==> config.mk <==
export PLATFORM = sky130hd
export DESIGN_NAME = sw_route_dec
export DESIGN_NICKNAME = d
export VERILOG_FILES = /design/src/rtl/sw_route_pkg.sv /design/src/rtl/sw_win_cmp.sv /design/src/rtl/sw_port_match.sv /design/src/rtl/sw_prio_pick.sv /design/src/rtl/sw_id_capture.sv /design/src/rtl/sw_route_dec.sv
export SDC_FILE = /design/constraint.sdc
export NUM_CORES = 2
export LEC_CHECK = 0
export BUFFER_PORTS_ARGS = -buffer_cell sky130_fd_sc_hd__buf_2
export CORE_AREA = 2 2 770 772
export DETAILED_ROUTE_END_ITERATION = 7
export DIE_AREA = 0 0 772 774
export PLACE_DENSITY = 0.3
export SLEW_MARGIN = 20
export SYNTH_ARGS = -nofsm -noshare
export SYNTH_HDL_FRONTEND = slang
export SYNTH_SLANG_ARGS = --single-unit
==> constraint.sdc <==
create_clock -name clk -period 2.8 [get_ports clk]
set_input_delay 0.28 -clock clk [delete_from_list [all_inputs] [get_ports clk]]
set_output_delay 0.28 -clock clk [all_outputs]
set_load 0.1 [all_outputs]
==> src/rtl/sw_route_pkg.sv <==
package sw_route_pkg;

   localparam int BUS_W = 8;
   localparam int DEV_W = 5;
   localparam int FN_W  = 3;
   localparam int RID_W = BUS_W + DEV_W + FN_W;

   typedef enum logic [1:0] {
      KIND_MEM  = 2'd0,
      KIND_IO   = 2'd1,
      KIND_ID   = 2'd2,
      KIND_CFG0 = 2'd3
   } route_kind_e;

   typedef struct packed {
      logic [BUS_W-1:0] bus;
      logic [DEV_W-1:0] dev;
      logic [FN_W-1:0]  fn;
   } rid_t;

endpackage

==> src/rtl/sw_win_cmp.sv <==
// Inclusive range compare; an inverted range (hi < lo) never hits.
module sw_win_cmp #(
   parameter int W = 64
) (
   input  logic [W-1:0] lo,
   input  logic [W-1:0] hi,
   input  logic [W-1:0] val,
   output logic         hit
);
   logic enabled;
   assign enabled = (hi >= lo);
   assign hit     = enabled && (val >= lo) && (val <= hi);
endmodule

==> src/rtl/sw_port_match.sv <==
// Per-port decode: selects which window applies for the request kind.
module sw_port_match
   import sw_route_pkg::*;
#(
   parameter int ADDR_W = 64
) (
   input  route_kind_e       kind,
   input  logic [ADDR_W-1:0] addr,
   input  logic [BUS_W-1:0]  bus,
   input  logic [ADDR_W-1:0] mem_lo,
   input  logic [ADDR_W-1:0] mem_hi,
   input  logic [ADDR_W-1:0] pf_lo,
   input  logic [ADDR_W-1:0] pf_hi,
   input  logic [ADDR_W-1:0] io_lo,
   input  logic [ADDR_W-1:0] io_hi,
   input  logic [BUS_W-1:0]  sec_bus,
   input  logic [BUS_W-1:0]  sub_bus,
   output logic              hit
);
   logic mem_h, pf_h, io_h, bus_h;

   sw_win_cmp #(.W(ADDR_W)) u_mem (.lo(mem_lo),  .hi(mem_hi),  .val(addr), .hit(mem_h));
   sw_win_cmp #(.W(ADDR_W)) u_pf  (.lo(pf_lo),   .hi(pf_hi),   .val(addr), .hit(pf_h));
   sw_win_cmp #(.W(ADDR_W)) u_io  (.lo(io_lo),   .hi(io_hi),   .val(addr), .hit(io_h));
   sw_win_cmp #(.W(BUS_W))  u_bus (.lo(sec_bus), .hi(sub_bus), .val(bus),  .hit(bus_h));

   always_comb begin
      unique case (kind)
         KIND_MEM: hit = mem_h | pf_h;
         KIND_IO:  hit = io_h;
         KIND_ID:  hit = bus_h;
         default:  hit = 1'b0;
      endcase
   end
endmodule

==> src/rtl/sw_prio_pick.sv <==
// Lowest-index-wins one-hot selector.
module sw_prio_pick #(
   parameter int N = 4
) (
   input  logic [N-1:0] req,
   output logic [N-1:0] grant,
   output logic         any
);
   logic [N:0] seen;
   assign seen[0] = 1'b0;

   for (genvar i = 0; i < N; i++) begin : g_chain
      assign grant[i]  = req[i] & ~seen[i];
      assign seen[i+1] = seen[i] | req[i];
   end

   assign any = seen[N];
endmodule

==> src/rtl/sw_id_capture.sv <==
// Holds the switch's own bus/device number; cleared by reset.
module sw_id_capture
   import sw_route_pkg::*;
(
   input  logic             clk,
   input  logic             rst_n,
   input  logic             cap_en,
   input  logic [BUS_W-1:0] cap_bus,
   input  logic [DEV_W-1:0] cap_dev,
   output logic [BUS_W-1:0] own_bus,
   output logic [DEV_W-1:0] own_dev
);
   always_ff @(posedge clk or negedge rst_n) begin
      if (!rst_n) begin
         own_bus <= '0;
         own_dev <= '0;
      end else if (cap_en) begin
         own_bus <= cap_bus;
         own_dev <= cap_dev;
      end
   end
endmodule

==> src/rtl/sw_route_dec.sv <==
module sw_route_dec
   import sw_route_pkg::*;
#(
   parameter int NPORT  = 4,
   parameter int ADDR_W = 64,
   parameter int NUM_FN = 1,
   localparam int PIDX_W = (NPORT > 1) ? $clog2(NPORT) : 1
) (
   input  logic                         clk,
   input  logic                         rst_n,
   input  logic                         hdr_valid,
   input  logic [1:0]                   hdr_kind,
   input  logic [ADDR_W-1:0]            hdr_addr,
   input  logic [RID_W-1:0]             hdr_rid,
   input  logic                         in_from_dn,
   input  logic [PIDX_W-1:0]            in_port,
   input  logic [1:0][ADDR_W-1:0]       bar_lo,
   input  logic [1:0][ADDR_W-1:0]       bar_hi,
   input  logic [NPORT-1:0][ADDR_W-1:0] dn_mem_lo,
   input  logic [NPORT-1:0][ADDR_W-1:0] dn_mem_hi,
   input  logic [NPORT-1:0][ADDR_W-1:0] dn_pf_lo,
   input  logic [NPORT-1:0][ADDR_W-1:0] dn_pf_hi,
   input  logic [NPORT-1:0][ADDR_W-1:0] dn_io_lo,
   input  logic [NPORT-1:0][ADDR_W-1:0] dn_io_hi,
   input  logic [NPORT-1:0][BUS_W-1:0]  dn_sec_bus,
   input  logic [NPORT-1:0][BUS_W-1:0]  dn_sub_bus,
   output logic                         out_valid,
   output logic [NPORT-1:0]             out_dn,
   output logic                         out_up,
   output logic                         out_local,
   output logic                         out_ur
);

   localparam logic [FN_W:0] FN_CNT = (FN_W+1)'(NUM_FN);
   localparam int NBAR = 2;

   if (NPORT < 1 || NPORT > 8) begin : g_bad_nport
      $error("sw_route_dec: NPORT must be 1..8");
   end
   if (NUM_FN < 1 || NUM_FN > 8) begin : g_bad_numfn
      $error("sw_route_dec: NUM_FN must be 1..8");
   end
   if (ADDR_W < 32 || ADDR_W > 64) begin : g_bad_addrw
      $error("sw_route_dec: ADDR_W must be 32..64");
   end

   route_kind_e kind;
   rid_t        rid;
   assign kind = route_kind_e'(hdr_kind);
   assign rid  = rid_t'(hdr_rid);

   // ---------------- stage 1: internal target ----------------
   logic [NBAR-1:0] bar_h;
   for (genvar b = 0; b < NBAR; b++) begin : g_bar
      sw_win_cmp #(.W(ADDR_W)) u_bar (
         .lo (bar_lo[b]),
         .hi (bar_hi[b]),
         .val(hdr_addr),
         .hit(bar_h[b])
      );
   end

   logic [BUS_W-1:0] own_bus;
   logic [DEV_W-1:0] own_dev;
   logic             cap_en;

   assign cap_en = hdr_valid && (kind == KIND_CFG0) && !in_from_dn;

   sw_id_capture u_idcap (
      .clk    (clk),
      .rst_n  (rst_n),
      .cap_en (cap_en),
      .cap_bus(rid.bus),
      .cap_dev(rid.dev),
      .own_bus(own_bus),
      .own_dev(own_dev)
   );

   logic addr_kind, bar_local, id_local, cfg_local, is_local;
   assign addr_kind = (kind == KIND_MEM) || (kind == KIND_IO);
   assign bar_local = addr_kind && (|bar_h);
   assign id_local  = (kind == KIND_ID) && (rid.bus == own_bus) &&
                      (rid.dev == own_dev) && ({1'b0, rid.fn} < FN_CNT);
   assign cfg_local = (kind == KIND_CFG0) && !in_from_dn;
   assign is_local  = bar_local || id_local || cfg_local;

   // ---------------- stage 2: bridge windows ----------------
   logic [NPORT-1:0] port_h, excl, cand, grant;
   logic             any_port;

   for (genvar p = 0; p < NPORT; p++) begin : g_port
      sw_port_match #(.ADDR_W(ADDR_W)) u_match (
         .kind   (kind),
         .addr   (hdr_addr),
         .bus    (rid.bus),
         .mem_lo (dn_mem_lo[p]),
         .mem_hi (dn_mem_hi[p]),
         .pf_lo  (dn_pf_lo[p]),
         .pf_hi  (dn_pf_hi[p]),
         .io_lo  (dn_io_lo[p]),
         .io_hi  (dn_io_hi[p]),
         .sec_bus(dn_sec_bus[p]),
         .sub_bus(dn_sub_bus[p]),
         .hit    (port_h[p])
      );
      assign excl[p] = in_from_dn && (in_port == PIDX_W'(p));
   end

   assign cand = port_h & ~excl;

   sw_prio_pick #(.N(NPORT)) u_pick (
      .req  (cand),
      .grant(grant),
      .any  (any_port)
   );

   // ---------------- final choice ----------------
   logic [NPORT-1:0] nxt_dn;
   logic             nxt_up, nxt_local, nxt_ur;

   always_comb begin
      nxt_dn    = '0;
      nxt_up    = 1'b0;
      nxt_local = 1'b0;
      nxt_ur    = 1'b0;
      if (hdr_valid) begin
         if (is_local)        nxt_local = 1'b1;
         else if (any_port)   nxt_dn    = grant;
         else if (in_from_dn) nxt_up    = 1'b1;
         else                 nxt_ur    = 1'b1;
      end
   end

   always_ff @(posedge clk or negedge rst_n) begin
      if (!rst_n) begin
         out_valid <= 1'b0;
         out_dn    <= '0;
         out_up    <= 1'b0;
         out_local <= 1'b0;
         out_ur    <= 1'b0;
      end else begin
         out_valid <= hdr_valid;
         out_dn    <= nxt_dn;
         out_up    <= nxt_up;
         out_local <= nxt_local;
         out_ur    <= nxt_ur;
      end
   end

endmodule

==> metrics.md <==
| Metric | Value |
|---|---|
| CTS H-Tree Depth | `1` |
| Hold-fix buffers, CTS | `0` |
| Fin Clk Skew | `between 7 and 8 ps` |
| Worst Tran Pin Value | `roughly 1100 ps` |
| Clk pin slew, worst setup/hold paths | `about 80 ps` |
| Peak supply drop | `between 0.15 and 0.2 mV` |
| CP startpoint | `hdr_addr[50]` |
| Final setup fails | `7` |
| WL final | `615700 um` |
| Number of cells on the critical path | `18` |
| Die Y | `around 770 um` |
| Crit. End Element | `register` |
| Final non-filler cell area | `110900 um^2` |
| Synth area leaders | `ha_1 52%, inv_1 11%, a21oi_1 7.1%, nand4_1 4.6%, a21o_1 4.4%` |
| Number of flops mapped to enable cells by yosys | `0` |
| CTS Sinks | `21` |
| WP data required | `between 2000 and 3000 ps` |
| Gr ovfl total | `0` |
| CTS tree | `built` |
| Post-Syn Area | `between 60000 and 70000 um^2` |
| Starting Density | `between 10 and 15%` |
| Via count | `84.30k` |
| Max_slew headroom | `around 28%` |
| Yosys Warn Count | `0` |
| NumNets Final | `approximately 18k` |
| I/O Buffers | `around 2k` |
| Avg Cell Area, Syn | `between 7 and 8 um^2` |
| Pleak | `61.89 nW` |
| Post-layout minimum cycle time | `approximately 3700 ps` |
| Final total power | `19.06 mW` |
| Final HPWL DP | `approximately 580000 um` |
| Fin. max-slew vios | `0` |
| Post-synth ARST share | `between 90% and 100%` |
| Worst path slowest cell | `nor4_4` |
| Max-Cap Viols | `0` |
| Drt first pass iters | `5` |
| Via density | `3.945` |
| Synth Area in Simple Gates | `roughly 15%` |
| Syn Inst Count | `between 8k and 9k` |
| First-pass GRT wire length | `between 700000 and 800000 um` |
| Worst R2R Path Depth | `12` |
| Mux cell area share after synthesis | `less than 1%` |
| GRT Total Usage | `19.81%` |
| Slowest cell delay on critical path | `approximately 310 ps` |
| Distinct cells, synth | `76` |
| Setup crit start kind | `primary input` |
| Die Area | `about 600000 um^2` |
| Worst r2r src | `u_idcap.own_bus[0]` |
| Post-synthesis compound-gate area fraction | `approximately a fifth` |
| Status | `finished, violations left` |
| Top cell type's share of synthesized area | `about 52%` |
| Arr. time, crit path | `just under 4000 ps` |
| CTS Buf Count | `3` |
| Vias in the first global route | `85.57k` |
| DIE WIDTH | `about 770 um` |
| Worst setup margin | `-889.2 ps` |
| Initial antenna violation count | `roughly 360` |
| Worst path bufs/invs | `8` |
| Layout cell share with drive strength beyond 1 | `a little over a third` |
| Worst-path cell chain | `buf_12, buf_6, buf_12, buf_8, ha_4, nand4_1, nor4_4, buf_4, nand4_1, buf_6, buf_4, a21oi_2, nor2_1, a311oi_2, o221ai_2, buf_12, o211a_4, and4bb_2` |
| Initial DRC count | `around 4.6k` |
| Synth Area in XOR/XNOR | `less than 1%` |
| Antenna-violating nets left | `0` |
| Final period util | `131.8%` |
| Drt wl/cell | `about 29 um` |
| GPL Wtd Cong | `roughly 0.90` |
| Clock latency on the worst-skew pair | `between 200 and 300 ps` |
| Area leader, netlist | `ha_1` |
| Post-Synth Adder-Cell Area | `52.03%` |
| Top_reg_cell synth | `dfrtp_1` |
| CTS Buffer Depth | `2` |
| Failing checks | `negative setup slack` |
| Capture point of the worst reg-to-reg path | `out_ur` |
| DRC | `0` |
| Root buf cell | `clkbuf_16` |
| Syn Nets | `13.70k` |
| DP Area | `between 100000 and 150000 um^2` |
| Layout overhead on the synthesized area | `65.72%` |
| Final Hold Viols | `0` |
| Worst setup path end | `out_dn[3]` |
| HP Class | `primary input to asynchronous set/reset pin` |
| Largest family of logic cells by synthesized area | `adder cells` |
| Row cnt | `between 200 and 300` |
| Io pins | `slightly below 2k` |
| Yosys reg bits | `21` |
| Crit path kind | `primary input to register` |
| Fmax achieved | `271.1 MHz` |
| Crit path max fanout | `5` |
| Fill cell count | `roughly 67k` |
| Post-synthesis sequential area ratio | `0.7850%` |
| Crit-path most repeated cell | `buf_12` |
| Largest net degree at the start of global routing | `22` |
| Hold slack | `between 2 and 2.5 ps` |
| R2R setup slack | `-190 ps` |
| Pwr per Cell Area | `171.8 nW/um^2` |
| Core area | `588500 um^2` |
| CP delay by family, top | `buffers and inverters` |
| Unrepaired setup endpoints after global routing | `true` |
==> through the flow <==
step | TNS, ps | cells | worst slack [ps] | utilization (%)
floorplan | -114.9 | 8970 | -69.16 | -
global placement | -18230 | 21091 | -3891 | 18.24
detailed placement | -13450 | 21093 | -2264 | 18.24
CTS | -5242 | 21178 | -909.7 | 18.68
global route | -5500 | 21267 | -946.2 | 18.81
finish | -4847 | 21369 | -889.2 | 18.85
==> Yosys cell counts, types with 18 or more instances <==
library cell,instances
ha_1,2784
inv_1,1896
a21oi_1,948
nand2_1,560
nand4_1,489
a21o_1,388
o21ai_0,371
nor2_1,246
nand3_1,218
a211oi_1,112
nor3_1,108
nor4_1,98
a221oi_1,64
nor2b_1,60
a2111oi_0,56
o211ai_1,56
and4_1,52
nand2b_1,49
o21a_1,37
a31oi_1,34
o31ai_1,25
dfrtp_1,21
o21bai_1,18
==> layout by cell type, fill, tap and decap left out, drive strengths merged, types with 108 or more instances in the layout <==
cell type,count
a211oi,112
a21o,388
a21oi,948
buf,4401
diode,181
ha,2784
inv,1894
nand2,560
nand3,218
nand4,489
nor2,246
nor3,108
o21ai,371
==> worst min path at each step <==
| stage | endpoint | slack [ps] | depth (start not counted) |
|---|---|---|---|
| global placement | out_valid | 350 | 1 |
| floorplan | out_dn[0] | -20 | 0 |
| CTS | u_idcap.own_bus[5] | 30 | 1 |
| global route | out_valid | 50 | 1 |
| detailed placement | out_valid | 340 | 1 |
| finish | out_valid | 2 | 1 |
==> sequential cells by signal, summed over array words and instances (netlist names) <==
| register | count |
|---|---|
| u_idcap.own_dev | 5 |
| out_dn | 4 |
| out_ur | 1 |
| out_valid | 1 |
| u_idcap.own_bus | 8 |
| out_local | 1 |
| out_up | 1 |
==> cells by family (layout without fill, tap and decap cells) <==
logic type	Yosys count	in the layout
simple gates	1976	1976
xor+xnor	13	13
mux	12	12
flops	21	21
fa+ha+maj	2784	2784
buf+inv	1898	6306
compound gates	2266	2266
other cells	0	181
==> routing by layer <==
metal	track usage, %	share of wire [%]	up-vias
met1	27.33	47	39197
met4	4.236	2.3	184
met3	4.001	6.3	602
met5	0	0.18	-
li1	-	-	41778
met2	31.58	44	2541
==> report_power, final <==
| group | internal, mW | switching (mW) | total [mW] | leakage [nW] |
|---|---|---|---|---|
| clock network | 0.194 | 0.162 | 0.356 | 0.0420 |
| registers | 0.350 | 0.0452 | 0.396 | 0.264 |
| logic | 8.10 | 10.2 | 18.3 | 61.6 |
| total | 8.64 | 10.4 | 19.1 | 61.9 |
==> what timing repair did <==
item | CTS | global route
pin swaps | 108 | 75
cloned | 1 | 0
setup buffers | 86 | 15
resized for setup | 345 | 87
endpoints found under the setup margin | 7 | 7
==> layout make-up <==
class	instances	area, um^2	share of cell area [%]
Antenna cell	181	452.9	0.4082
Clock buffer	3	75.07	0.06767
Clock inverter	1	5.005	0.004511
Inverter	1896	7124	6.421
Multi-Input combinational cell	7051	61210	55.17
Sequential cell	21	525.5	0.4737
Tap cell	7810	9772	8.808
Timing Repair Buffer	4406	31790	28.65
Note: power is estimated with default switching activity, not from simulation.
